--- src/rtl/sar_pkg.sv ---
package sar_pkg;
    typedef enum logic [2:0] {
        ST_OFF,
        ST_IDLE,
        ST_TRACK,
        ST_DECIDE,
        ST_WIN_LO,
        ST_WIN_HI
    } sar_state_e;
endpackage

--- src/rtl/sar_timer.sv ---
module sar_timer #(
    parameter int TIME_W = 8
) (
    input  logic              clk,
    input  logic              rst_n,
    input  logic              load,
    input  logic [TIME_W-1:0] load_val,
    output logic              expired
);
    logic [TIME_W-1:0] cnt_d, cnt_q;

    always_comb begin
        cnt_d = cnt_q;
        if (load)
            cnt_d = load_val;
        else if (cnt_q != '0)
            cnt_d = cnt_q - 1'b1;
    end

    always_ff @(posedge clk or negedge rst_n) begin
        if (!rst_n) cnt_q <= '0;
        else        cnt_q <= cnt_d;
    end

    assign expired = (cnt_q == '0);

    // the wait only ever counts down when not reloaded
    assert_timer_down_R3: assert property (@(posedge clk) disable iff (!rst_n)
        (!$past(load) && $past(cnt_q) != '0) |-> cnt_q == $past(cnt_q) - 1'b1);
endmodule

--- src/rtl/sar_bitsel.sv ---
module sar_bitsel #(
    parameter int W  = 10,
    parameter int IW = $clog2(W)
) (
    input  logic [IW-1:0] idx,
    output logic [W-1:0]  mask
);
    for (genvar i = 0; i < W; i++) begin : g_bit
        assign mask[i] = (idx == IW'(i));
    end
endmodule

--- src/rtl/sar_ctrl.sv ---
module sar_ctrl #(
    parameter int W      = 10,
    parameter int TIME_W = 8
) (
    input  logic              clk,
    input  logic              rst_n,
    input  logic              en,
    input  logic              start,
    input  logic              mode,
    input  logic [W-1:0]      lim_lo,
    input  logic [W-1:0]      lim_hi,
    input  logic [TIME_W-1:0] sample_cycles,
    input  logic [TIME_W-1:0] settle_cycles,
    input  logic              cmp,
    output logic [W-1:0]      dac,
    output logic              hold,
    output logic [W-1:0]      result,
    output logic              done,
    output logic              pass
);
    import sar_pkg::*;

    localparam int IW = (W > 1) ? $clog2(W) : 1;
    localparam logic [W-1:0] MID = W'(1) << (W - 1);

    typedef struct packed {
        sar_state_e    state;
        logic [W-1:0]  code;
        logic [IW-1:0] idx;
        logic          discard;
        logic [W-1:0]  lo;
        logic [W-1:0]  hi;
        logic [W-1:0]  result;
        logic          done;
        logic          pass;
        logic          hold;
    } sar_regs_t;

    sar_regs_t r_d, r_q;

    logic              tmr_load;
    logic [TIME_W-1:0] tmr_val;
    logic              tmr_exp;
    logic [W-1:0]      trial_mask;

    sar_timer #(.TIME_W(TIME_W)) u_timer (
        .clk      (clk),
        .rst_n    (rst_n),
        .load     (tmr_load),
        .load_val (tmr_val),
        .expired  (tmr_exp)
    );

    sar_bitsel #(.W(W), .IW(IW)) u_bitsel (
        .idx  (r_q.idx),
        .mask (trial_mask)
    );

    always_comb begin
        r_d      = r_q;
        r_d.done = 1'b0;
        tmr_load = 1'b0;
        tmr_val  = settle_cycles;
        if (!en) begin
            r_d.state = ST_OFF;
            r_d.hold  = 1'b1;
        end else begin
            unique case (r_q.state)
                ST_OFF: begin
                    r_d.state   = ST_TRACK;
                    r_d.discard = 1'b1;
                    r_d.code    = '0;
                    r_d.hold    = 1'b0;
                    tmr_load    = 1'b1;
                    tmr_val     = sample_cycles;
                end
                ST_IDLE: begin
                    if (start) begin
                        r_d.pass    = 1'b0;
                        r_d.lo      = lim_lo;
                        r_d.hi      = lim_hi;
                        r_d.discard = 1'b0;
                        tmr_load    = 1'b1;
                        if (mode) begin
                            r_d.state = ST_WIN_LO;
                        end else begin
                            r_d.state = ST_TRACK;
                            r_d.code  = '0;
                            r_d.hold  = 1'b0;
                            tmr_val   = sample_cycles;
                        end
                    end
                end
                ST_TRACK: begin
                    if (tmr_exp) begin
                        r_d.state = ST_DECIDE;
                        r_d.hold  = 1'b1;
                        r_d.idx   = IW'(W - 1);
                        tmr_load  = 1'b1;
                    end
                end
                ST_DECIDE: begin
                    if (tmr_exp) begin
                        if (cmp) r_d.code = r_q.code | trial_mask;
                        if (r_q.idx == '0) begin
                            r_d.state = ST_IDLE;
                            if (!r_q.discard) begin
                                r_d.done   = 1'b1;
                                r_d.result = cmp ? (r_q.code | trial_mask) : r_q.code;
                            end
                        end else begin
                            r_d.idx  = r_q.idx - 1'b1;
                            tmr_load = 1'b1;
                        end
                    end
                end
                ST_WIN_LO: begin
                    if (tmr_exp) begin
                        if (cmp) begin
                            r_d.state = ST_IDLE;
                            r_d.done  = 1'b1;
                            r_d.pass  = 1'b0;
                        end else begin
                            r_d.state = ST_WIN_HI;
                            tmr_load  = 1'b1;
                        end
                    end
                end
                ST_WIN_HI: begin
                    if (tmr_exp) begin
                        r_d.state = ST_IDLE;
                        r_d.done  = 1'b1;
                        r_d.pass  = cmp;
                    end
                end
                default: r_d.state = ST_OFF;
            endcase
        end
    end

    always_ff @(posedge clk or negedge rst_n) begin
        if (!rst_n) begin
            r_q.state   <= ST_OFF;
            r_q.code    <= '0;
            r_q.idx     <= '0;
            r_q.discard <= 1'b0;
            r_q.lo      <= '0;
            r_q.hi      <= '0;
            r_q.result  <= '0;
            r_q.done    <= 1'b0;
            r_q.pass    <= 1'b0;
            r_q.hold    <= 1'b1;
        end else begin
            r_q <= r_d;
        end
    end

    always_comb begin
        unique case (r_q.state)
            ST_DECIDE: dac = r_q.code | trial_mask;
            ST_WIN_LO: dac = r_q.lo;
            ST_WIN_HI: dac = r_q.hi;
            default:   dac = MID;
        endcase
    end

    assign hold   = r_q.hold;
    assign result = r_q.result;
    assign done   = r_q.done;
    assign pass   = r_q.pass;

    // mid-scale code whenever tracking
    assert_mid_while_track_R2: assert property (@(posedge clk) disable iff (!rst_n)
        !hold |-> dac == MID);
    // hold stays high across every decision step
    assert_hold_in_decide_R3: assert property (@(posedge clk) disable iff (!rst_n)
        (r_q.state == ST_DECIDE) |-> hold);
    // done is a single-cycle pulse
    assert_done_pulse_R4: assert property (@(posedge clk) disable iff (!rst_n)
        done |=> !done);
    // result moves only together with done
    assert_result_with_done_R4: assert property (@(posedge clk) disable iff (!rst_n)
        !$stable(result) |-> done);
    // the discarded conversion never reports
    assert_no_done_discard_R5: assert property (@(posedge clk) disable iff (!rst_n)
        (r_q.state == ST_DECIDE && r_q.discard) |=> !done);
    // window test keeps hold high
    assert_win_hold_R6: assert property (@(posedge clk) disable iff (!rst_n)
        (r_q.state == ST_WIN_LO || r_q.state == ST_WIN_HI) |-> hold);
    // a passing verdict appears only with done
    assert_pass_with_done_R7: assert property (@(posedge clk) disable iff (!rst_n)
        $rose(pass) |-> done);
    // disable forces the block off
    assert_off_when_disabled_R9: assert property (@(posedge clk) disable iff (!rst_n)
        !$past(en) |-> (hold && !done));
endmodule

--- config.mk ---
export PLATFORM = sky130hd
export DESIGN_NAME = sar_ctrl
export DESIGN_NICKNAME = d
export VERILOG_FILES = /design/src/rtl/sar_pkg.sv /design/src/rtl/sar_timer.sv /design/src/rtl/sar_bitsel.sv /design/src/rtl/sar_ctrl.sv
export SDC_FILE = /design/constraint.sdc
export NUM_CORES = 1
export LEC_CHECK = 0
export ABC_CLOCK_PERIOD_IN_PS = 2050
export BUFFER_PORTS_ARGS = -buffer_cell sky130_fd_sc_hd__buf_2
export CORE_AREA = 3 3 99 101
export DETAILED_ROUTE_END_ITERATION = 8
export DIE_AREA = 0 0 102 104
export PLACE_DENSITY = 0.58
export SLEW_MARGIN = 20
export SYNTH_ARGS = -nofsm -noshare
export SYNTH_HDL_FRONTEND = slang
export SYNTH_SLANG_ARGS = --single-unit
export TNS_END_PERCENT = 30
--- constraint.sdc ---
create_clock -name clk -period 2.05 [get_ports clk]
set_input_delay 0.3075 -clock clk [delete_from_list [all_inputs] [get_ports clk]]
set_output_delay 0.3075 -clock clk [all_outputs]
set_load 0.03 [all_outputs]
==> results of run 1 <==
through the flow:
step | instances | setup slack (ps) | utilization | hold slack, ps
final | 535 | 35.65 | 0.4923 | 193.3
after global routing | 535 | -53.75 | 0.4923 | 186.4
after CTS | 527 | 1.048 | 0.4761 | 183.6
after detailed placement | 509 | -23.34 | 0.4382 | 341.6
after global placement | 509 | 32.37 | 0.4382 | 339.9
after floorplan | 329 | 35.45 | - | 11.91
final cells by class:
type                            instances  area, um^2  share of cell area
Timing Repair Buffer                  104       708.2              0.1579
Sequential cell                        59        1483              0.3306
Multi-Input combinational cell        235        1893              0.4222
Clock buffer                            9       123.9             0.02762
Inverter                               10       37.54            0.008371
Clock inverter                          7       100.1             0.02232
Tap cell                              111       138.9             0.03097
logic make-up after synthesis:
logic type	share of synthesized area
AND/OR/NAND/NOR	0.1613
adder cells (fa/ha/maj)	0.03306
buffers and inverters	0.05400
flip-flops	0.4339
multiplexers	0.1613
AO/OA/AOI/OAI	0.1514
XOR/XNOR	0.005144
cells in the final DEF (no fill, tap or decap), drive strengths merged, types with 2 or more instances in the layout:
cell type and count:
buf 103, o22ai 9, mux2 31, nor4 2, or2b 2, nand2b 11, nor3b 4, inv 12
bufinv 2, and3 3, clkinv 3, o2bb2ai 2, nand3 17, o21ai 13, nor3 7, o31ai 18
a22oi 2, nand2 26, or3 3, a32oi 7, dfrtp 58, mux2i 20, ha 9, nor2b 5
or4 2, or4b 2, nor2 12, clkbuf 9, a21oi 15
power breakdown:
part           total (uW)  switching (uW)  internal, uW
clock                1210             511           694
sequential           1830             292          1530
combinational        2570            1310          1260
total                5600            2110          3490
path summary, 6_finish.rpt:
kind | start | cells after the start | slack (ps) | to
worst max-delay path | r_q[35]$_DFFE_PN0P_ | 7 | 40 | dac[0]
worst min-delay path | lim_lo[4] | 2 | 190 | r_q[27]$_DFFE_PN0P_
worst max register to register | u_timer.cnt_q[0]$_DFFE_PN0P_ | 8 | 130 | u_timer.cnt_q[6]$_DFFE_PN0P_
worst min register to register | result[0]$_DFFE_PN0P_ | 1 | 510 | result[0]$_DFFE_PN0P_
max in group asynchronous | rst_n | 3 | 1240 | hold$_DFFE_PN1P_
min in group asynchronous | rst_n | 3 | 490 | result[6]$_DFFE_PN0P_
sequential cells by signal (all words and copies together), names as in the netlist:
name	count
result	10
pass	1
hold	1
u_timer.cnt_q	8
done	1
r_q	38
metal layers:
| metal | GRT usage | vias up | wire, um |
|---|---|---|---|
| met2 | 0.2488 | 74 | 4094 |
| met5 | 0 | - | 0 |
| met4 | 0.05998 | 0 | 146 |
| met1 | 0.2202 | 1376 | 3731 |
| met3 | 0.03085 | 12 | 462 |
| li1 | - | 1386 | - |
what timing repair did:
| item | 4_1_cts | 5_1_grt |
|---|---|---|
| resized for setup | 31 | 20 |
| pin swaps | 1 | 0 |
| hold buffers | 1 | 0 |
| setup endpoints to repair | 21 | 26 |
| endpoints found under the hold margin | 58 | 0 |
| buffers inserted | 1 | 8 |
worst max-delay path, delay by kind of cell (launching register included):
family	cells	cell delay (ps)
adders and majority gates	1	150
AOI/OAI and AO/OA	2	190
buffers and inverters	3	430
and+or+nand+nor	1	210
DFF	1	390
==> results.md, run 1 <==
* Max-slew headroom at 0.3627
* Tot GR Track Use at 0.1603
* Clock-pin slew on the worst setup and hold paths at approximately 70 ps
* CTS root buf: clkbuf_8
* Top cell type by total area after synthesis: dfrtp_1
* Number of warnings issued by yosys at 0
* Total CTS buffers at 9
* Worst hold path class: in -> reg
* Main synth FF type: dfrtp_1
* Period utilization at 0.9826
* DIE AREA at between 10000 and 15000 um^2
* Peak Freq at roughly 500 MHz
* Nets@finish at between 400 and 500
* Syn_area_per_cell at about 10 um^2
* Ranking of synthesized cells by area: dfrtp_1, mux2_2, mux2i_1, o31ai_1, ha_1
* Post-synth EDFFs at 0
* Leak at 0.002087 uW
* Syn Nets at 380
* FILL cells at 840
* Yosys top cell area share at 0.4262
* Initial antenna violation count at 0
* Number of global-route vias before repair at roughly 2.7k
* Run status: finished, final reports clean
* Worst path cell trace: inv_2 -> ha_4 -> nor3b_4 -> buf_6 -> o2111ai_4 -> o31ai_2 -> buf_4
* Post-synth top cells: dfrtp_1, mux2_2, nand2_1
* Total power draw at ~5600 uW
* Max VDD drop at 0.0004213 V
* P per Cell Area at ~1200 nW/um^2
* Peak fanout along the critical path at 3
* Wire per inst at ~16 um
* Post-synthesis cell type count at between 50 and 60
* Sequential cell area fraction in the yosys report at 0.4339
* Async set-reset flop share out of synthesis at 1.000
* Final hold vios at 0
* Die X at approximately 100 um
* GP Congestion at approximately 0.84
* DRC at 0
* Endpoints failing setup at 0
* Max Cap Violations at 0
* Initial Utilization at 0.3739
* Count leader, synth: dfrtp_1
* Final instance area at between 4000 and 5000 um^2
* Total wire length at about 8.4 mm
* Via count at approximately 2.8k
* CTS Buffer Depth at 2
* Detailed placement HPWL at ~6.0 mm
* Critical path required time at 1740 ps
* Core footprint at roughly 9000 um^2
* Synthesized area at between 3000 and 4000 um^2
* Clk sinks at roughly 60
* Layout cells sized above 1 at 0.4575
* Fin crit period at 2014 ps
* Slew Limit Fails at 0
* IO Pins at 65
* Area delta synth->final at 31.67%
* H-tree depth at 3
* Largest net degree at the start of global routing at 60
* CP Capture Type: primary output
* First DRT Iteration DRCs at between 100 and 150
* RSZ-0062 raised after global routing: true
* #FFs+latches synth at approximately 60
* Die span in y at between 100 and 150 um
* Startpoint Class: flop
* Placed Instance Area at about 4000 um^2
* Critical Path AT at ~1700 ps
* Port Buffer Count at between 60 and 70
* Drt pass-1 iters at 4
* CTS tree: yes
* # rows at 35
* Routed Antenna Nets at 0
* WS Path Type: reg -> out
* Worst path max stage delay at ~390 ps
* Diodes inserted at 0
* First-pass GRT wire length at roughly 13 mm
* Clock latency on the worst-skew pair at roughly 350 ps
* Worst-Margin Slew at around 940 ps
* Total gr overflow at 0
* Slowest cell on the critical path: dfrtp_1
* Worst Clk Skew at 10.33 ps
* Vias per inst at about 5.3
* Setup TNS at 0 ps
* Synth Instances at between 300 and 400
Power figures use the tool's default switching activity.
==> inputs of run 2 (changes only) <==
Settings changed: BUFFER_PORTS_ARGS -buffer_cell sky130_fd_sc_hd__buf_2 to default, CORE_AREA 3 3 99 101 to 2 2 98 100, DIE_AREA 0 0 102 104 to 0 0 100 102, DONT_BUFFER_PORTS from default to 1, PLACE_DENSITY 0.58 to 0.51.
==> run 2 against run 1 <==
  * Cell count is 11% lower
  * Clock power is 9.9% lower
  * First-iteration DRC count is 36% lower
  * Maximum frequency is 1.1% higher
  * Routed wire length is 2.5% lower
  * Global-route usage is 1.0 points higher
  * Sequential power is 3% higher
  * Via count is 9.4% lower
  * Setup slack better by 22 ps
  * Combinational power is 8.2% lower
==> results.md, run 2 (same netlist as run 1, synthesis figures left out) <==
* Max Cap Violations at 0 (unchanged)
* Vias per inst at 5.411 (+1.6%)
* Critical path required time at 2290 ps (+550 ps)
* Sequential fraction of design power at 0.353 (+0.027)
* Total power draw at 5329 uW (-4.8%)
* Number of global-route vias before repair at 2575 (-4.3%)
* Uppermost layer routed: met4
* P per Cell Area at 1293 nW/um^2 (+3.6%)
* Post-Place Worst Slack at -10.34 ps (+13.00 ps)
* Slew Limit Fails at 0 (unchanged)
* FF/Latch Area at 1481 um^2 (about the same)
* WS Path Type: reg -> reg
* Endpoints failing setup at 0 (unchanged)
* GP Congestion at 0.8342 (-0.91%)
* Met2 wire length at 3.765 mm (-8.0%)
* Peak Freq at 502.0 MHz (+1.1%)
* Most frequent cells in the layout: dfrtp_1, buf_4, mux2_2
* Die span in y at 102 um (-1.9%)
* RSZ-0062 raised after global routing: true
* Drt pass-1 iters at 6 (+2)
* Initial Utilization at 0.3739 (unchanged)
* Max FFs per register at 38 (unchanged)
* FILL cells at 884 (+5.2%)
* Worst-Margin Slew at 554.0 ps (-387.1 ps)
* Multi-input logic area at 1844 um^2 (-2.6%)
* Period utilization at 0.9717 (-0.01086)
* Setup TNS at 0 ps (unchanged)
* Nets@finish at 412 (-12%)
* Die X at 100 um (-2.0%)
* Internal at 3311 uW (-5.1%)
* # rows at 35 (unchanged)
* Initial antenna violation count at 0 (unchanged)
* Wire per inst at 17.23 um (+9.3%)
* Final WS setup at 57.92 ps (+22.27 ps)
* Routed Antenna Nets at 0 (unchanged)
* Placed Instance Area at 3716 um^2 (-6.9%)
* Diodes inserted at 0 (unchanged)
* Area delta synth->final at 20.98%
* Met1 Wirelength at 3.894 mm (+4.4%)
* Max-slew headroom at 0.6307 (+0.2680)
* Total wire length at 8.221 mm (-2.5%)
* CP Capture Type: flop
* Total gr overflow at 0 (unchanged)
* Tot GR Track Use at 0.1707 (+0.01045)
* Biggest regs: r_q x38, result x10, u_timer.cnt_q x8
* Switch Pwr at 2018 uW (-4.3%)
* Fin cells at 477 (-11%)
* Switch share at 0.3787 (+0.001999)
* Detailed placement HPWL at 5.852 mm (-1.9%)
* Critical Path AT at 2230 ps (+520 ps)
* Met3 WL at 422 um (-8.7%)
* DRC at 0 (unchanged)
* Worst Clk Skew at 5.175 ps (-5.151 ps)
* Final instance area at 4120 um^2 (-8.1%)
* Peak fanout along the critical path at 7 (+4)
* DIE AREA at 10200 um^2 (-3.8%)
* Run status: finished, final reports clean
* CTS root buf: clkbuf_8
* Post-Place Cells at 451 (-11%)
* Largest net degree at the start of global routing at 60 (unchanged)
* Max VDD drop at 0.0004851 V (+15%)
* Layout cells sized above 1 at 0.3497 (-0.1078)
* Clock share of power at 0.204 (-0.011)
* CTS Buffer Depth at 2 (unchanged)
* CTS tree: yes
* Fin crit period at 1992 ps (-22.27 ps)
* Clock latency on the worst-skew pair at 340 ps (about the same)
* First DRT Iteration DRCs at 93 (-36%)
* Worst hold path class: in -> reg
* Core footprint at 9109 um^2 (unchanged)
* IO Pins at 65 (unchanged)
* Via count at 2581 (-9.4%)
* Port Buffer Count at 0 (-100%)
* Startpoint Class: flop
* Clock-pin slew on the worst setup and hold paths at 70 ps (about the same)
* Clk sinks at 59 (unchanged)
* Final hold vios at 0 (unchanged)
* Leading cell type in the layout, fill and taps excluded: dfrtp_1
* Largest reg by FF count: r_q
* Gate power share at 0.443 (-0.015)
* H-tree depth at 3 (unchanged)
* Leak at 0.001820 uW (-13%)
* Total CTS buffers at 9 (unchanged)
* First-pass GRT wire length at 13.50 mm (+0.30%)
==> run 2: cell types whose count changed in the layout (fill, tap and decap cells not counted), moves of 3 or more <==
cell and change:
buf_6 -3, o22ai_2 -4, o22ai_1 +4, buf_2 -56
==> run 2: area by class of cell <==
class / instances / area share
Tap cell: 111 / 0.03371
Timing Repair Buffer: 46 / 0.1011
Clock buffer: 10 / 0.03340
Multi-Input combinational cell: 235 / 0.4476
Sequential cell: 59 / 0.3596
Clock inverter: 6 / 0.01549
Inverter: 10 / 0.009110
==> run 2: final timing paths <==
kind | startpoint | end | slack, ps | cells past startpoint
min | en | hold$_DFFE_PN1P_ | 50 | 1
max reg2reg | r_q[49]$_DFFE_PN0P_ | pass$_DFFE_PN0P_ | 60 | 7
min reg2reg | r_q[27]$_DFFE_PN0P_ | r_q[27]$_DFFE_PN0P_ | 500 | 1
max | r_q[49]$_DFFE_PN0P_ | pass$_DFFE_PN0P_ | 60 | 7
max in group asynchronous | rst_n | hold$_DFFE_PN1P_ | 1280 | 2
min in group asynchronous | rst_n | pass$_DFFE_PN0P_ | 480 | 2
==> run 2: power by group through the flow <==
| stage | combinational (uW) | sequential, uW | clock, uW |
|---|---|---|---|
| final | 2360 | 1880 | 1090 |
| after global routing | 2610 | 1940 | 1190 |
| after CTS | 2150 | 1880 | 1130 |
| after detailed placement | 2050 | 1900 | 0 |
| after global placement | 2030 | 1880 | 0 |
| after floorplan | 1480 | 1790 | 0 |
==> run 2: critical path: stages, from the launching register on <==
cell	delay, ps
dfrtp_2	460
buf_4	160
buf_4	150
or4b_2	700
o211ai_1	150
nor4_1	90
a21oi_1	120
nand2_1	60
==> run 2: through the flow <==
| step | hold WS (ps) | utilization |
|---|---|---|
| 2_1_floorplan | 11.91 | - |
| 3_3_place_gp | 14.24 | 0.4080 |
| 3_5_place_dp | 14.79 | 0.4080 |
| 4_1_cts | 36.18 | 0.4402 |
| 5_1_grt | 47.56 | 0.4523 |
| 6_report | 46.88 | 0.4523 |
==> run 2: per-layer routing <==
layer,track usage,vias to the layer above
li1,-,1279
met4,0.07482,0
met1,0.2372,1234
met3,0.04446,12
met5,0,-
met2,0.2526,56
==> run 2: timing repair <==
action / 4_1_cts / 5_1_grt
setup endpoints to repair: 21 / 27
hold endpoints to repair: 59 / 0
pin swaps: 0 / 2
hold buffers: 2 / 0
setup buffers: 2 / 6
resized for setup: 13 / 17
